<file path="src/rtl/spiPortPkg.sv">
package spiPortPkg;

  typedef struct packed {
    logic       enable;
    logic       csEn;
    logic       lsbFirst;
    logic [1:0] mode;
  } portCfg_t;

  typedef struct packed {
    logic load;
    logic sample;
    logic shift;
    logic done;
    logic collide;
  } ctrlStrb_t;

  localparam logic [1:0] MODE_SLAVE = 2'b11;
  localparam logic [1:0] ADDR_DATA  = 2'd0;
  localparam logic [1:0] ADDR_CTRL  = 2'd1;
  localparam logic [1:0] ADDR_STAT  = 2'd2;

endpackage

</file>
<file path="src/rtl/spiPortData.sv">
module spiPortData
  import spiPortPkg::*;
#(
  parameter int DATA_W       = 8,
  parameter bit COLLISION_EN = 1'b1
) (
  input  logic              clk,
  input  logic              rstN,
  input  logic              wrEn,
  input  logic [1:0]        wrAddr,
  input  logic [DATA_W-1:0] wrData,
  input  logic [1:0]        rdAddr,
  output logic [DATA_W-1:0] rdData,
  input  logic              sdiPin,
  input  ctrlStrb_t         strb,
  output portCfg_t          cfg,
  output logic              dataWr,
  output logic              txBit,
  output logic              loaded,
  output logic              doneFlag
);

  localparam int CFG_W = $bits(portCfg_t);

  logic [DATA_W-1:0] dataReg, shiftReg, shiftNext;
  logic rxBit, collFlag, sdiMeta, sdiSync, rxSrc, statWr;

  assign dataWr = wrEn && (wrAddr == ADDR_DATA);
  assign statWr = wrEn && (wrAddr == ADDR_STAT);

  // slave samples the synchronised pin so it lines up with the synchronised clock
  assign rxSrc = (cfg.mode == MODE_SLAVE) ? sdiSync : sdiPin;

  assign shiftNext = cfg.lsbFirst ? {rxBit, shiftReg[DATA_W-1:1]}
                                  : {shiftReg[DATA_W-2:0], rxBit};
  assign txBit = cfg.lsbFirst ? shiftReg[0] : shiftReg[DATA_W-1];

  always_ff @(posedge clk or negedge rstN) begin
    if (!rstN) begin
      cfg      <= '0;
      dataReg  <= '0;
      shiftReg <= '0;
      rxBit    <= 1'b0;
      loaded   <= 1'b0;
      doneFlag <= 1'b0;
      collFlag <= 1'b0;
      sdiMeta  <= 1'b1;
      sdiSync  <= 1'b1;
    end else begin
      sdiMeta <= sdiPin;
      sdiSync <= sdiMeta;
      if (wrEn && (wrAddr == ADDR_CTRL)) cfg <= portCfg_t'(wrData[CFG_W-1:0]);
      if (strb.sample) rxBit <= rxSrc;
      if (strb.load) shiftReg <= wrData;
      else if (strb.shift) shiftReg <= shiftNext;
      if (strb.done) dataReg <= shiftNext;
      if (!cfg.enable) loaded <= 1'b0;
      else if (strb.load) loaded <= 1'b1;
      else if (strb.done) loaded <= 1'b0;
      if (strb.done) doneFlag <= 1'b1;
      else if (statWr && wrData[0]) doneFlag <= 1'b0;
      if (COLLISION_EN && strb.collide) collFlag <= 1'b1;
      else if (statWr && wrData[1]) collFlag <= 1'b0;
    end
  end

  always_comb begin
    case (rdAddr)
      ADDR_DATA: rdData = dataReg;
      ADDR_CTRL: rdData = {{(DATA_W-CFG_W){1'b0}}, cfg};
      ADDR_STAT: rdData = {{(DATA_W-2){1'b0}}, collFlag, doneFlag};
      default:   rdData = '0;
    endcase
  end

  // completion sets the sticky flag, and only a clearing write drops it
  p_done_sets_r7: assert property (@(posedge clk) disable iff (!rstN)
    strb.done |=> doneFlag);
  p_done_holds_r7: assert property (@(posedge clk) disable iff (!rstN)
    (doneFlag && !(statWr && wrData[0])) |=> doneFlag);
  // a dropped write raises the collision flag
  p_collide_flag_r8: assert property (@(posedge clk) disable iff (!rstN)
    ((COLLISION_EN != 0) && strb.collide) |=> collFlag);
  // no collision flag when the feature is built out
  p_no_collide_r11: assert property (@(posedge clk) disable iff (!rstN)
    (COLLISION_EN == 0) |-> !collFlag);

endmodule

</file>
<file path="src/rtl/spiPortCtrl.sv">
module spiPortCtrl
  import spiPortPkg::*;
#(
  parameter int DATA_W    = 8,
  parameter int HALF_A    = 1,
  parameter int HALF_B    = 4,
  parameter int HALF_C    = 16,
  parameter bit CPOL_IDLE = 1'b0,
  parameter bit CS_OPTION = 1'b1
) (
  input  logic       clk,
  input  logic       rstN,
  input  logic       enable,
  input  logic       csEn,
  input  logic [1:0] mode,
  input  logic       dataWr,
  input  logic       sckPin,
  input  logic       csPin,
  output ctrlStrb_t  strb,
  output logic       isMaster,
  output logic       csActive,
  output logic       sckLevel,
  output logic       csAssert
);

  localparam int EDGES    = 2 * DATA_W;
  localparam int EDGE_W   = $clog2(EDGES);
  localparam int HALF_AB  = (HALF_A > HALF_B) ? HALF_A : HALF_B;
  localparam int HALF_MAX = (HALF_AB > HALF_C) ? HALF_AB : HALF_C;
  localparam int DIV_W    = $clog2(HALF_MAX + 1);

  logic [DIV_W-1:0]  divCnt, halfSel;
  logic [EDGE_W-1:0] edgeCnt;
  logic masterRun, tick, lastEdge, busy;
  logic sckMeta, sckSync, sckPrev, csMeta, csSync;
  logic slaveOn, sckEdge;

  assign isMaster = (mode != MODE_SLAVE);
  assign csActive = csEn && CS_OPTION;
  assign csAssert = csActive && isMaster && masterRun;

  always_comb begin
    case (mode)
      2'b00:   halfSel = DIV_W'(HALF_A);
      2'b01:   halfSel = DIV_W'(HALF_B);
      default: halfSel = DIV_W'(HALF_C);
    endcase
  end

  assign tick     = masterRun && (divCnt == halfSel - DIV_W'(1));
  assign lastEdge = (edgeCnt == EDGE_W'(EDGES - 1));
  assign busy     = isMaster ? masterRun : (edgeCnt != '0);
  assign slaveOn  = enable && !isMaster && (!csActive || !csSync);
  assign sckEdge  = (sckSync != sckPrev);

  always_comb begin
    strb = '0;
    if (enable && dataWr) begin
      if (busy) strb.collide = 1'b1;
      else      strb.load    = 1'b1;
    end
    if (tick) begin
      if (!edgeCnt[0]) strb.sample = 1'b1;
      else             strb.shift  = 1'b1;
      strb.done = lastEdge;
    end
    if (slaveOn && sckEdge) begin
      if ((sckSync != CPOL_IDLE) && !edgeCnt[0]) strb.sample = 1'b1;
      if ((sckSync == CPOL_IDLE) && edgeCnt[0]) begin
        strb.shift = 1'b1;
        strb.done  = lastEdge;
      end
    end
  end

  always_ff @(posedge clk or negedge rstN) begin
    if (!rstN) begin
      sckMeta <= CPOL_IDLE;
      sckSync <= CPOL_IDLE;
      sckPrev <= CPOL_IDLE;
      csMeta  <= 1'b1;
      csSync  <= 1'b1;
    end else begin
      sckMeta <= sckPin;
      sckSync <= sckMeta;
      sckPrev <= sckSync;
      csMeta  <= csPin;
      csSync  <= csMeta;
    end
  end

  always_ff @(posedge clk or negedge rstN) begin
    if (!rstN) begin
      masterRun <= 1'b0;
      divCnt    <= '0;
      edgeCnt   <= '0;
      sckLevel  <= CPOL_IDLE;
    end else if (!enable) begin
      masterRun <= 1'b0;
      divCnt    <= '0;
      edgeCnt   <= '0;
      sckLevel  <= CPOL_IDLE;
    end else if (isMaster) begin
      if (strb.load) begin
        masterRun <= 1'b1;
        divCnt    <= '0;
        edgeCnt   <= '0;
        sckLevel  <= CPOL_IDLE;
      end else if (tick) begin
        divCnt   <= '0;
        sckLevel <= ~sckLevel;
        edgeCnt  <= lastEdge ? '0 : edgeCnt + EDGE_W'(1);
        if (lastEdge) masterRun <= 1'b0;
      end else if (masterRun) begin
        divCnt <= divCnt + DIV_W'(1);
      end
    end else begin
      masterRun <= 1'b0;
      sckLevel  <= CPOL_IDLE;
      if (csActive && csSync)  edgeCnt <= '0;
      else if (strb.sample)    edgeCnt <= edgeCnt + EDGE_W'(1);
      else if (strb.shift)     edgeCnt <= lastEdge ? '0 : edgeCnt + EDGE_W'(1);
    end
  end

  // an idle master rests the clock at the polarity level
  p_idle_level_r3: assert property (@(posedge clk) disable iff (!rstN)
    !masterRun |-> (sckLevel == CPOL_IDLE));
  // before each leading edge the clock sits at the idle level
  p_even_idle_r4: assert property (@(posedge clk) disable iff (!rstN)
    (masterRun && !edgeCnt[0]) |-> (sckLevel == CPOL_IDLE));
  // every master clock movement happens with chip-select already low
  p_cs_first_r6: assert property (@(posedge clk) disable iff (!rstN)
    (isMaster && csActive && (sckLevel != $past(sckLevel))) |-> $past(csAssert));

endmodule

</file>
<file path="src/rtl/spiPort.sv">
module spiPort
  import spiPortPkg::*;
#(
  parameter int DATA_W       = 8,
  parameter int HALF_A       = 1,
  parameter int HALF_B       = 4,
  parameter int HALF_C       = 16,
  parameter bit CPOL_IDLE    = 1'b0,
  parameter bit CS_OPTION    = 1'b1,
  parameter bit COLLISION_EN = 1'b1
) (
  input  logic              clk,
  input  logic              rstN,
  input  logic              wrEn,
  input  logic [1:0]        wrAddr,
  input  logic [DATA_W-1:0] wrData,
  input  logic [1:0]        rdAddr,
  output logic [DATA_W-1:0] rdData,
  input  logic              sckI,
  output logic              sckO,
  output logic              sckOe,
  input  logic              sdiI,
  output logic              sdoO,
  output logic              sdoOe,
  input  logic              csI,
  output logic              csO,
  output logic              csOe,
  output logic              irq
);

  portCfg_t  cfg;
  ctrlStrb_t strb;
  logic dataWr, txBit, loaded, doneFlag;
  logic isMaster, csActive, sckLevel, csAssert;

  spiPortData #(
    .DATA_W(DATA_W), .COLLISION_EN(COLLISION_EN)
  ) uData (
    .clk(clk), .rstN(rstN), .wrEn(wrEn), .wrAddr(wrAddr), .wrData(wrData),
    .rdAddr(rdAddr), .rdData(rdData), .sdiPin(sdiI), .strb(strb), .cfg(cfg),
    .dataWr(dataWr), .txBit(txBit), .loaded(loaded), .doneFlag(doneFlag)
  );

  spiPortCtrl #(
    .DATA_W(DATA_W), .HALF_A(HALF_A), .HALF_B(HALF_B), .HALF_C(HALF_C),
    .CPOL_IDLE(CPOL_IDLE), .CS_OPTION(CS_OPTION)
  ) uCtrl (
    .clk(clk), .rstN(rstN), .enable(cfg.enable), .csEn(cfg.csEn), .mode(cfg.mode),
    .dataWr(dataWr), .sckPin(sckI), .csPin(csI), .strb(strb), .isMaster(isMaster),
    .csActive(csActive), .sckLevel(sckLevel), .csAssert(csAssert)
  );

  assign sckO  = sckLevel;
  assign sckOe = cfg.enable && isMaster;
  assign sdoO  = loaded ? txBit : 1'b1;
  assign sdoOe = cfg.enable;
  assign csO   = !csAssert;
  assign csOe  = cfg.enable && isMaster && csActive;
  assign irq   = doneFlag;

  // a disabled port drives no pin
  p_released_r2: assert property (@(posedge clk) disable iff (!rstN)
    !cfg.enable |-> (!sckOe && !sdoOe && !csOe));
  // with the build option off, chip-select is never driven
  p_cs_option_r10: assert property (@(posedge clk) disable iff (!rstN)
    (CS_OPTION == 0) |-> !csOe);

endmodule

</file>
<file path="config.mk">
export PLATFORM = sky130hd
export DESIGN_NAME = spiPort
export DESIGN_NICKNAME = d
export VERILOG_FILES = /design/src/rtl/spiPortPkg.sv /design/src/rtl/spiPortData.sv /design/src/rtl/spiPortCtrl.sv /design/src/rtl/spiPort.sv
export SDC_FILE = /design/constraint.sdc
export NUM_CORES = 1
export LEC_CHECK = 0
export ABC_AREA = 1
export BUFFER_PORTS_ARGS = -buffer_cell sky130_fd_sc_hd__buf_2
export CAP_MARGIN = 20
export CORE_UTILIZATION = 40
export DETAILED_ROUTE_END_ITERATION = 8
export GPL_TIMING_DRIVEN = 0
export PLACE_DENSITY = 0.63
export RECOVER_POWER = 100
export SLEW_MARGIN = 10
export SYNTH_ARGS = -nofsm -noshare
export SYNTH_HDL_FRONTEND = slang
export SYNTH_HIERARCHICAL = 1
export SYNTH_SLANG_ARGS = --single-unit
</file>
<file path="constraint.sdc">
create_clock -name clk -period 5.73 [get_ports clk]
set_input_delay 0.2865 -clock clk [delete_from_list [all_inputs] [get_ports clk]]
set_output_delay 0.2865 -clock clk [all_outputs]
set_load 0.005 [all_outputs]
</file>
======== After elaboration in Yosys (flattened, before gate mapping) ========
Cells that the tools add are included.
W data, S select, Z words.
cells by class
  reductions and logical operators ........ 33
  add/subtract/negate cells ............... 3
  multiplexer cells ....................... 48
  eq/ne operators ......................... 16
  bitwise logic cells ..................... 2
operator list
  operator               number
  $mux W4                8
  $mux W1                27
  $mux W5                5
  $mux W8                3
  $pmux W8 S3            1
  $logic_and A1 B1 Y1    17
  $pmux W5 S2            1
  $ne A4 B3 Y1 const B   2
  $eq A2 B1 Y1 const B   3
  $eq A2 B2 Y1 const B   3
  $logic_not A2 Y1       3
  $mux W3                2
  $reduce_and A2 Y1      3
  $reduce_bool A2 Y1     3
  $add A5 B1 Y5 const B  1
  $eq A5 B5 Y1           1
  $logic_not A1 Y1       5
  $ne A5 B4 Y1 const B   1
  $sub A5 B1 Y5 const B  1
  $add A4 B1 Y4 const B  1
  $eq A4 B4 Y1 const B   1
  $ne A2 B2 Y1 const B   2
  $ne A4 B2 Y1 const B   1
  $reduce_bool A4 Y1     1
  5 further kinds        6
storage, ports and cells
  output and inout port bits .............. 15
  word-level logic and storage cells ...... 123
  flip-flop bits (word level) ............. 43
  input port bits ......................... 18

======== Depth between registers and ports, before layout ========
  word-level depth ........................ 13
  mapped depth ............................ 16
  depth with buffers taken out ............ 16

======== Cells and area by module ========
The synthesis kept the hierarchy.
by module, submodules not included
  module       area each (sq um)  instances  sequential area each (sq um)  cells an instance
  spiPortData  1378.8             1          678.2                         183
  spiPortCtrl  1051.0             1          402.9                         139
  spiPort      28.8               1          0.0                           7

======== Least setup slack after synthesis ========
OpenSTA, ideal clock, no wires.
  path kind ............................... register to register
  from .................................... register, netlist name uData/cfg[0]
  to ...................................... register uData.loaded
  data required time ...................... 5.612 ns
  period minus slack after synthesis ...... 2.036 ns
  slack ................................... 3.694 ns
  cell stages (with the launch flop) ...... 13
  setup time .............................. 0.118 ns
  arrival time ............................ 1.918 ns
  path buffers ............................ 1
  cells stage by stage .................... dfrtp_1 -> nor2_1 -> inv_1 -> ha_1 -> nand2_1 -> inv_1 -> nor3_1 -> nand3_2 -> a21boi_0 -> buf_4 -> inv_2 -> a21oi_1 -> nor2_1
RTL lines
  element               RTL line           text
  end signal, assigned  spiPortData.sv:44  loaded <= 1'b0;
  end signal, assigned  spiPortData.sv:57  if (!cfg.enable) loaded <= 1'b0;
  end signal, assigned  spiPortData.sv:58  else if (strb.load) loaded <= 1'b1;
  end, declared         spiPortData.sv:19  output logic loaded,

==> flow_summary.toml <==
[synth]
netlist_instances = 329
synth.area.top_cells = "dfrtp_1 40%, nand2_1 21%, inv_1 5.8%, dfstp_2 4.3%, nand3_1 3.1%"
ys_types = 31
avgSynthCellArea_um2 = 7.47
synth_top_area_share = 0.397
synth.yosys.seq_area_share = 0.440
synth.cell_area_mm2 = 0.00246
synth_top_cell_by_area = "dfrtp_1"
syn_nets = 351
ys_seq_elements = 43
yosys_warnings = 6

[route]
drtIter0Drc = 106
via_per_inst = 4.74
dr.pass1.iters = 4
wl_per_cell_um = 12.3
ant_nets = 0
drcViolationCount = 0
vias = 2114
routed_wl_um = 5490

[final_layout]
n_antenna_cell = 0
seq_area_mm2 = 0.00108
layout_common_cells = "143 x nand2_1, 39 x inv_1, 39 x dfrtp_1"
multi_input_area_mm2 = 0.00110
final_common_cell = "nand2_1"
layout.nets = 392
area_growth_pct = 10.8
post-route-util = 0.460
fillCellCount = 637
drive_gt1_frac = 0.148

[job]
maxCapViolCount = 1

[die]
ios = 33
die-width_um = 80.4
fp.dieH_um = 80.4
dieArea_mm2 = 0.00646
rows = 28
start_util = 0.415
core-area_mm2 = 0.00592

[timing]
fin_skew_ps = 8.03
slew_violations = 33
rsz0062_at_grt = "no"
max_freq_mhz = 373
worst_pin_slew_ps = 1720
final-setup-viol-count = 0
period_needed_ps = 2680
finalHoldViolCount = 0
fin_ws_ps = 3050
timing.slew.headroom = -0.149
fin_setup_tns_ps = 0
fin_crit_sh = 0.469

[placed_design]
gp_congestion = 0.827
numPortBuffers = 32
post-dp-hpwl_um = 3980
place_worst_setup_slack_ps = 3380

[clock_tree]
clk_pin_slew_ps = 90
numCtsBuffers = 5
insertion_delay_ps = 300
cts_tree = "built"
post-cts-setup-buffers = 0
htreeDepth = 2
root_buffer = "clkbuf_8"
clock-sinks = 43
clockBufferDepth = 2

[outcome]
violations = "max-capacitance violations, max-slew violations"
outcome = "finished, violations left"

[global_route]
antenna_found_initial = 0
grt-ovfl-total = 0
grt_pass1_vias = 1958
grt_max_degree = 44
grt_pass1_wl_um = 9030
grt_usage = 0.187

[worst_hold_path]
hp-class = "in2reg"

[critical_path]
cp-end-kind = "register"
critPathRequiredTime_ps = 5920
worstSetupStartpointType = "register"
crit_type = "reg2reg"
cp.arrival_ps = 2870
crit_fanout = 10

[pwr]
p_per_area_mw_per_mm2 = 294
cellLeakagePower_uw = 0.00146
peakVddDrop_mv = 0.145
## metal layers
| metal | vias up | track usage | part of all wire |
|---|---|---|---|
| li1 | 1100 | - | - |
| met1 | 970 | 0.240 | 0.49 |
| met2 | 42 | 0.309 | 0.46 |
| met3 | 2 | 0.0409 | 0.042 |
| met4 | 0 | 0.0589 | 0.0073 |
| met5 | - | 0 | 0 |
## final cells by class
cell class,count,area share
Multi-Input combinational cell,238,0.405
Sequential cell,43,0.397
Timing Repair Buffer,34,0.0611
Inverter,43,0.0597
Tap cell,75,0.0345
Clock buffer,6,0.0266
Buffer,5,0.0115
Clock inverter,2,0.00459
## Yosys cell counts, drive strengths merged
master / n
o21ai: 14
nand4: 6
dfstp: 4
xor2: 2
nor3: 2
nand3: 19
o211ai: 1
ha: 4
a21oi: 7
a31oi: 1
inv: 42
nor2: 28
clkinv: 1
dfrtp: 39
buf: 5
nand2: 144
o2111a: 1
a21boi: 9
## through the flow
stage          cell area, um2  total power [uW]  cells  hold slack (ps)
3_5_place_dp             2710               626    436              341
3_3_place_gp             2710               620    436              335
5_1_grt                  2720               860    446             66.8
4_1_cts                  2800               823    444             79.6
2_1_floorplan            2460               553    329            -9.09
6_report                 2720               800    446             88.9
## repair_timing
action,4_1_cts,5_1_grt
endpoints found under the hold margin,0,9
gates resized for setup,0,0
hold buffers,0,1
## final timing paths
check / start / endpoint / slack, ps / cells past startpoint
worst max-delay path: uData/cfg[0] / uData/loaded / 3050 / 12
worst min-delay path: sdiI / uData/sdiMeta / 90 / 1
worst max register to register: uData/cfg[0] / uData/loaded / 3050 / 12
worst min register to register: uCtrl/csMeta / uCtrl/csSync / 360 / 0
max in group asynchronous: rstN / uData/dataReg[0] / 3200 / 3
min in group asynchronous: rstN / uCtrl/divCnt[1] / 510 / 2
## cell families after synthesis
family	Yosys count	synth area share
flops	43	0.440
simple gates	199	0.367
xor+xnor	2	0.00713
fa+ha+maj	4	0.0204
compound gates	33	0.0835
buf+inv	48	0.0819
## critical path, cell delays in order, from the launching register on
cell and delay [ps]:
dfrtp_1 480, nor2_1 170, inv_1 60, ha_1 300, nand2_1 70, inv_1 40, nor3_1 160, nand3_1 210
a21boi_0 260, clkbuf_1 340, inv_1 250, a21oi_1 180, nor2_1 50
## power by group
| group | internal [uW] | leakage (uW) | switching, uW |
|---|---|---|---|
| Combinational | 75.8 | 0.000861 | 129 |
| Clock | 85.4 | 0.0000412 | 108 |
| Sequential | 353 | 0.000554 | 48.7 |
## sequential cells by signal, summed over array words and instances, names as in the netlist
| signal | flops |
|---|---|
| uCtrl/csMeta | 1 |
| uCtrl/csSync | 1 |
| uCtrl/divCnt | 5 |
| uCtrl/edgeCnt | 4 |
| uCtrl/masterRun | 1 |
| uCtrl/sckLevel | 1 |
| uCtrl/sckMeta | 1 |
| uCtrl/sckPrev | 1 |
| uCtrl/sckSync | 1 |
| uData/cfg | 5 |
| uData/collFlag | 1 |
| uData/dataReg | 8 |
| uData/doneFlag | 1 |
| uData/loaded | 1 |
| uData/rxBit | 1 |
| uData/sdiMeta | 1 |
| uData/sdiSync | 1 |
| uData/shiftReg | 8 |
Power figures use the tool's default switching activity.
